--- src/rtl/sup_rst_stretch.sv ---
`timescale 1ns/1ps
module sup_rst_stretch #(
  parameter int unsigned GLITCH_CYC = 25,
  parameter int unsigned REC_SHORT  = 70000,
  parameter int unsigned REC_MID    = 10000000,
  parameter int unsigned REC_LONG   = 12000000,
  parameter int unsigned REC_SEL    = 1
) (
  input  logic clk,
  input  logic arst_n,
  input  logic supply_ok_i,
  input  logic man_rst_n_i,
  input  logic wdog_exp_i,
  output logic rst_n_o,
  output logic rst_o
);

  localparam int unsigned REC = (REC_SEL == 0) ? REC_SHORT :
                                (REC_SEL == 1) ? REC_MID : REC_LONG;
  localparam int unsigned RW  = $clog2(REC + 1);
  localparam int unsigned GW  = $clog2(GLITCH_CYC + 1);

  logic [1:0]    sup_q, man_q;
  logic          sup_s, man_s;
  logic          mr_f;
  logic [GW-1:0] gcnt;
  logic          cause;
  logic          ast;
  logic [RW-1:0] rc;
  logic [RW-1:0] lo_cnt;

  always_ff @(posedge clk or negedge arst_n)
    if (!arst_n) begin
      sup_q <= 2'b00;
      man_q <= 2'b11;
    end else begin
      sup_q <= {sup_q[0], supply_ok_i};
      man_q <= {man_q[0], man_rst_n_i};
    end

  assign sup_s = sup_q[1];
  assign man_s = man_q[1];

  always_ff @(posedge clk or negedge arst_n)
    if (!arst_n) begin
      mr_f <= 1'b1;
      gcnt <= '0;
    end else if (man_s == mr_f) begin
      gcnt <= '0;
    end else if (gcnt == GW'(GLITCH_CYC - 1)) begin
      mr_f <= man_s;
      gcnt <= '0;
    end else begin
      gcnt <= gcnt + 1'b1;
    end

  assign cause = ~sup_s | ~mr_f | wdog_exp_i;

  always_ff @(posedge clk or negedge arst_n)
    if (!arst_n) begin
      ast <= 1'b1;
      rc  <= '0;
    end else if (cause) begin
      ast <= 1'b1;
      rc  <= '0;
    end else if (ast) begin
      if (rc == RW'(REC - 1)) begin
        ast <= 1'b0;
        rc  <= '0;
      end else begin
        rc <= rc + 1'b1;
      end
    end

  assign rst_n_o = ~ast;
  assign rst_o   = ast;

  always_ff @(posedge clk or negedge arst_n)
    if (!arst_n)
      lo_cnt <= '0;
    else if (!ast)
      lo_cnt <= '0;
    else if (lo_cnt != RW'(REC))
      lo_cnt <= lo_cnt + 1'b1;

  a_r1_cause_asserts: assert property (@(posedge clk) disable iff (!arst_n)
    cause |=> !rst_n_o);

  a_r3_min_width: assert property (@(posedge clk) disable iff (!arst_n)
    $rose(rst_n_o) |-> lo_cnt == RW'(REC));

  a_r4_drop_clears: assert property (@(posedge clk) disable iff (!arst_n)
    !sup_s |=> (rc == '0 && rst_o));

  a_r6_filter_follows: assert property (@(posedge clk) disable iff (!arst_n)
    !$stable(mr_f) |-> mr_f == $past(man_s));

  a_r8_complement: assert property (@(posedge clk) disable iff (!arst_n)
    $countones({rst_n_o, rst_o}) == 1);

  a_r10_wdog_restart: assert property (@(posedge clk) disable iff (!arst_n)
    wdog_exp_i |=> (rc == '0 && !rst_n_o));

endmodule

--- config.mk ---
export PLATFORM = sky130hd
export DESIGN_NAME = sup_rst_stretch
export DESIGN_NICKNAME = d
export VERILOG_FILES = /design/src/rtl/sup_rst_stretch.sv
export SDC_FILE = /design/constraint.sdc
export NUM_CORES = 1
export LEC_CHECK = 0
export BUFFER_PORTS_ARGS = -buffer_cell sky130_fd_sc_hd__buf_2
export CAP_MARGIN = 15
export CORE_ASPECT_RATIO = 1.2
export CORE_MARGIN = 4
export CORE_UTILIZATION = 35
export DETAILED_ROUTE_END_ITERATION = 7
export GPL_TIMING_DRIVEN = 0
export PLACE_DENSITY = 0.48
export SYNTH_ARGS = -nofsm -noshare
export SYNTH_HDL_FRONTEND = slang
export SYNTH_SLANG_ARGS = --single-unit
--- constraint.sdc ---
create_clock -name clk -period 4.55 [get_ports clk]
set_input_delay 0.91 -clock clk [delete_from_list [all_inputs] [get_ports clk]]
set_output_delay 0.91 -clock clk [all_outputs]
set_load 0.005 [all_outputs]
==> summary.md, run 1 <==
| Metric | Value |
|---|---|
| Status | complete, no violations |
| Clk buf depth | 2 |
| Crit Path Category | reg2out |
| Area leader, netlist | dfrtp_1 |
| Final Wtd Congestion | 0.895 |
| Worst Path Required | 3640 ps |
| WL met2 | 2340 µm |
| Tmin final | ~2400 ps |
| Arr. time, crit path | between 1500 and 2000 ps |
| Met3 wire len | 156 µm |
| Critical-path maximum fanout | 10 |
| Post-CTS Hold Fix Bufs | 0 |
| Synth top area cells | dfrtp_1 40%, dfstp_2 5.5%, nand3_1 4.4% |
| Final Util | 39.9% |
| PwrDens | between 200 and 300 nW/µm² |
| Die Ht | 89.2 µm |
| Drt total wl | 4740 µm |
| Skew final | 3.86 ps |
| Ys flop type | dfrtp_1 |
| # nets final | about 220 |
| Hold Violations, Final | 0 |
| Crit path from | rst_o$_DFF_PN1_ |
| Die Area | 6750 µm² |
| First-pass GRT wire length | 8090 µm |
| Tcrit/Tclk final | 53.8% |
| Worst hold start | man_q[0]$_DFF_PN1_ |
| Num CTS Buffers | 5 |
| Max-slew headroom | 46.4% |
| Most numerous cell in the Yosys netlist | dfrtp_1 |
| Slew @ Worst Pin | 804 ps |
| Layout cell share with drive strength beyond 1 | 16.7% |
| Synthesized area | 1920 µm² |
| Setup Buffers After CTS | 0 |
| Final ANT Viol Nets | 0 |
| Die span in x | 75.7 µm |
| Final setup fails | 0 |
| Syn_nets | 210 |
| Top Layer Used | met4 |
| Slew Limit Fails | 0 |
| Wire per inst | approximately 17 µm |
| Vias in the first global route | 1604 |
| Clk root buf | clkbuf_8 |
| Area grow syn2layout | 10.0% |
| RSZ-0062 raised after global routing | false |
| M1 WL | 2160 µm |
| 1st-pass router iterations | 4 |
| CTS clk-pin slew, worst paths | around 70 ps |
| Worst Hold Class | reg2reg |
| Sequential area share after synthesis | 45.8% |
| Pin count of the biggest net entering global routing | 36 |
| Share of the synthesized area in the top cell type | 40.3% |
| Post-synth cell types | 51 |
| Clk Latency, worst-skew pair | 290 ps |
| Startpoint type of the worst setup path | register |
| Remaining DRCs | 0 |
| Grt total ovfl | 0 |
| CTS Sinks | 35 |
| Post-DP HPWL | 3350 µm |
| Setup TNS Final | 0 ps |
| # resized after CTS | 0 |
| Synth cell count leaders | 31 x dfrtp_1, 22 x nand2_1, 19 x nor2_1, 17 x nand3_1, 12 x nand4_1 |
| Async S/R FF share, synth | between 90% and 100% |
| #FFs+latches synth | 35 |
| Worst r2r src | rc[0]$_DFFE_PN0P_ |
| Fmax | a little over 400 MHz |
| H-tree levels | 2 |
| Antenna diodes | 0 |
| I/O pins | 7 |
| Avg Cell Area, Syn | ~9.5 µm² |
| Post-synth EDFFs | 0 |
| I/O Buffers | 6 |
| Cell row count | 29 |
| Total GRT Usage | 16.0% |
| Setup slack, reg-to-reg | 2120 ps |
| Peak VDD IR | 114 µV |
| Via count | 1612 |
| Leak Pwr | 0.837 nW |
| Initial antenna violation count | 0 |
| Max_cap viols | 0 |
| Ys Warns | 0 |
| Total core area | between 5000 and 6000 µm² |
| CTS tree | done |
| Initial Util | 36.3% |
| Vias per std cell | 5.80 |
| 1st-iter DRT viols | 104 |
| Worst setup EP type | output port |
| Synthesized instance count | ~200 |
==> through the flow <==
stage / power, mW / cells / setup WS, ps / area [µm²] / hold WS, ps
detailed placement: 0.338 / 270 / 2140 / 2030 / 348
finish: 0.553 / 278 / 2100 / 2120 / 357
CTS: 0.565 / 278 / 2110 / 2120 / 359
floorplan: 0.329 / 202 / 2580 / 1920 / 331
global route: 0.579 / 278 / 1850 / 2120 / 363
global placement: 0.338 / 270 / 2150 / 2030 / 338
==> worst paths after layout <==
| kind | end | depth (start not counted) |
|---|---|---|
| max | rst_n_o | 3 |
| min | man_q[1]$_DFF_PN1_ | 0 |
| max reg2reg | rc[15]$_DFFE_PN0P_ | 7 |
| min reg2reg | man_q[1]$_DFF_PN1_ | 0 |
| max in group asynchronous | sup_q[1]$_DFF_PN0_ | 1 |
| min in group asynchronous | rc[22]$_DFFE_PN0P_ | 1 |
==> cells by family after synthesis <==
family                     Yosys count  synth area share (%)
and+or+nand+nor                    108                  32.2
AOI/OAI and AO/OA                   31                  10.2
buffers and inverters               14                  4.62
DFF                                 35                  45.8
adders and majority gates            3                  1.95
xor gates and xnor gates             9                  4.10
muxes                                2                  1.11
==> registers in the layout, summed over array words and instances (netlist names) <==
register,cells
mr_f,1
rst_o,1
rc,24
gcnt,5
man_q,2
sup_q,2
==> cells in the final DEF, fill, tap and decap left out, types with 3 or more instances in the layout <==
cell      synthesis  routed
nor2_1           19      19
nor3_1            3       3
and3_2            3       3
clkbuf_8          1       6
dfstp_2           4       4
o311ai_0          3       3
a21oi_1          11      11
nand3_1          17      17
inv_1             5       5
or3_1             7       7
o21ai_0           5       5
nand2_1          22      22
xnor2_1           4       4
a31oi_1           4       4
buf_2             0       6
nand4_1          12      12
nor4_1            3       3
ha_1              3       3
clkbuf_1          2       3
xor2_1            5       5
dfrtp_1          31      31
clkbuf_2          3       3
==> per-layer routing <==
layer | vias to the layer above | track usage, %
li1 | 771 | -
met1 | 806 | 21.5
met2 | 28 | 25.4
met3 | 7 | 3.04
met4 | 0 | 5.72
met5 | - | 0
==> power breakdown <==
group / switching, mW / internal, mW / total (mW) / leakage [nW]
clock: 0.114 / 0.107 / 0.221 / 0.0412
sequential: 0.00280 / 0.316 / 0.319 / 0.468
combinational: 0.00910 / 0.00418 / 0.0133 / 0.328
total: 0.126 / 0.427 / 0.553 / 0.837
==> cell type report <==
cell class | instances | area (µm²)
Fill cell | 544 | 3180
Multi-Input combinational cell | 153 | 953
Sequential cell | 35 | 881
Tap cell | 62 | 77.6
Clock buffer | 6 | 72.6
Buffer | 9 | 70.1
Timing Repair Buffer | 6 | 30.0
Inverter | 5 | 18.8
Clock inverter | 2 | 12.5
==> worst max-delay path: stages, from the launching register on <==
cell      delay (ps)
dfstp_2          400
inv_1            210
clkbuf_1         430
buf_2            210
No activity file was read; power rests on OpenSTA's default activity.
==> inputs of run 2 (changes only) <==
==> constraint.sdc (replaced) <==
create_clock -name clk -period 2.3 [get_ports clk]
set_input_delay 0.46 -clock clk [delete_from_list [all_inputs] [get_ports clk]]
set_output_delay 0.46 -clock clk [all_outputs]
set_load 0.005 [all_outputs]
==> run 2 against run 1 <==
Net effect: worst setup slack lost 1900 ps; final cell count down 0.36%; die area unchanged; core utilization increased by 0.24 points; sequential cell count unchanged; routed wire length increased by 0.65%; first-iteration DRC count decreased by 17%; critical path depth increased by 3; combinational power increased by 97%; via count shrank 0.31%.
==> summary.md, run 2 (synthesis gave the netlist of run 1 again) <==
| Metric | Value |
|---|---|
| I/O pins | 7 |
| Largest register FFs | 24 |
| I/O Buffers | 6 |
| Placed instance area | 2030 µm² |
| Die span in x | 75.7 µm |
| Status | complete, no violations |
| Total core area | between 5000 and 6000 µm² |
| Register share of total power | a little under three fifths |
| Vias per std cell | 5.80 |
| Hold Violations, Final | 0 |
| Setup TNS Final | 0 ps |
| Crit path from | rc[1]$_DFFE_PN0P_ |
| Max_cap viols | 0 |
| Die Area | 6750 µm² |
| Worst Setup EP | rc[0]$_DFFE_PN0P_ |
| Die Ht | 89.2 µm |
| Setup slack, reg-to-reg | 190 ps |
| Worst r2r src | rc[1]$_DFFE_PN0P_ |
| Critical-path maximum fanout | 7 |
| Drt total wl | 4770 µm |
| Commonest non-fill, non-tap cells in the layout | 30 x dfrtp_1, 22 x nand2_1, 18 x nor2_1 |
| Worst Path Required | roughly 2500 ps |
| Num CTS Buffers | 5 |
| Startpoint type of the worst setup path | register |
| Reg2reg end | rc[0]$_DFFE_PN0P_ |
| Setup Buffers After CTS | 0 |
| P_int | approximately 0.84 mW |
| Final Wtd Congestion | between 0.8 and 0.9 |
| Tcrit/Tclk final | 91.7% |
| Multi-input logic area | 968 µm² |
| Cell row count | 29 |
| Wire per inst | between 15 and 20 µm |
| Combinational power share | 2.4% |
| Via count | 1607 |
| Final Instance Area | ~2100 µm² |
| Slew Limit Fails | 0 |
| Worst setup EP type | register |
| Max-slew headroom | 46.4% |
| Skew final | 5.26 ps |
| Tmin final | roughly 2100 ps |
| Grt total ovfl | 0 |
| Worst r2r path cells | 6 |
| H-tree levels | 2 |
| 1st-iter DRT viols | 86 |
| # nets final | 222 |
| Crit Path Category | reg2reg |
| Antenna diodes | 0 |
| Post-DP HPWL | 3350 µm |
| Switching fraction of total power | 23.0% |
| Clk buf depth | 2 |
| Post-CTS Hold Fix Bufs | 0 |
| Clk root buf | clkbuf_8 |
| 1st-pass router iterations | 5 |
| Leak Pwr | roughly 0.83 nW |
| Peak VDD IR | 233 µV |
| Fmax | between 400 and 500 MHz |
| Clk Latency, worst-skew pair | 290 ps |
| Met2 global-route usage | 25.5% |
| Slew @ Worst Pin | 804 ps |
| Total GRT Usage | between 10% and 20% |
| Initial antenna violation count | 0 |
| Met3 usage | 3.04% |
| Filler instances | 544 |
| PwrDens | 516 nW/µm² |
| Final ANT Viol Nets | 0 |
| Commonest non-fill, non-tap cell in the layout | dfrtp_1 |
| CTS tree | done |
| Layout cell share with drive strength beyond 1 | 19.1% |
| Initial Util | 36.3% |
| Met1 Track Usage GR | 21.5% |
| Grt peak-use layer | met2 |
| First-pass GRT wire length | 8110 µm |
| Final setup fails | 0 |
| Top flop regs | rc: 24 flops, gcnt: 5 flops |
| Arr. time, crit path | 2290 ps |
| RSZ-0062 raised after global routing | true |
| Total net switching power | ~0.25 mW |
| Worst Hold Class | in2async |
| Area grow syn2layout | 10.7% |
| Pin count of the biggest net entering global routing | 36 |
| CTS clk-pin slew, worst paths | 70 ps |
| Clk network pwr share | 40.2% |
| Flip-flop and latch area | 882 µm² |
| Vias in the first global route | 1605 |
| CTS Sinks | 35 |
| Most flops, register | rc |
| Remaining DRCs | 0 |
-- run 2: worst min-delay path by stage --
stage,start,cells past startpoint,to,slack (ps)
finish,arst_n,1,rc[22]$_DFFE_PN0P_,260
global route,man_rst_n_i,1,man_q[0]$_DFF_PN1_,260
CTS,man_rst_n_i,1,man_q[0]$_DFF_PN1_,260
detailed placement,man_q[0]$_DFF_PN1_,0,man_q[1]$_DFF_PN1_,350
global placement,sup_q[0]$_DFF_PN0_,0,sup_q[1]$_DFF_PN0_,340
floorplan,arst_n,0,gcnt[0]$_DFF_PN0_,160
-- run 2: cell type report --
class,instances,share of cell area (%)
sequential,35,41.4
clock buffer,6,3.41
inverter,5,0.882
buffer,8,3.12
timing repair buffer,6,1.41
clock inverter,2,0.588
tap,62,3.64
multi-input combinational,153,45.5
-- run 2: stage by stage --
step                      hold slack [ps]  instances  total power, mW  utilization (%)  setup slack (ps)
after floorplan                       164        202            0.650                -               334
after global placement                338        270            0.668             38.3              -100
after detailed placement              348        270            0.669             38.3              -114
after CTS                             256        277             1.12             39.9              74.7
after global routing                  257        277             1.15             40.2             -48.8
final                                 255        277             1.10             40.2               191
-- run 2: what timing repair did --
item,in CTS,in global routing
setup endpoints to repair,10,14
endpoints found under the hold margin,0,0
gates resized for setup,2,5
gates cloned,0,0
-- run 2: critical path, cell delays in order (launching register included) --
cell	delay, ps
dfrtp_1	450
ha_2	280
nor4bb_1	290
nand4_1	260
o21ai_2	420
nor3_1	80
a31o_2	220
-- run 2: power groups by stage --
| stage | sequential [mW] | clock, mW | combinational (mW) |
|---|---|---|---|
| after CTS | 0.630 | 0.459 | 0.0278 |
| after global routing | 0.631 | 0.484 | 0.0308 |
| after global placement | 0.641 | 0 | 0.0271 |
| after detailed placement | 0.642 | 0 | 0.0276 |
| after floorplan | 0.641 | 0 | 0.00961 |
| final | 0.630 | 0.441 | 0.0262 |
-- run 2: metal layers --
metal / wire [µm] / vias to the layer above
met3: 179 / 6
met4: 74 / 0
met5: 0 / -
li1: - / 769
met1: 2140 / 793
met2: 2370 / 39
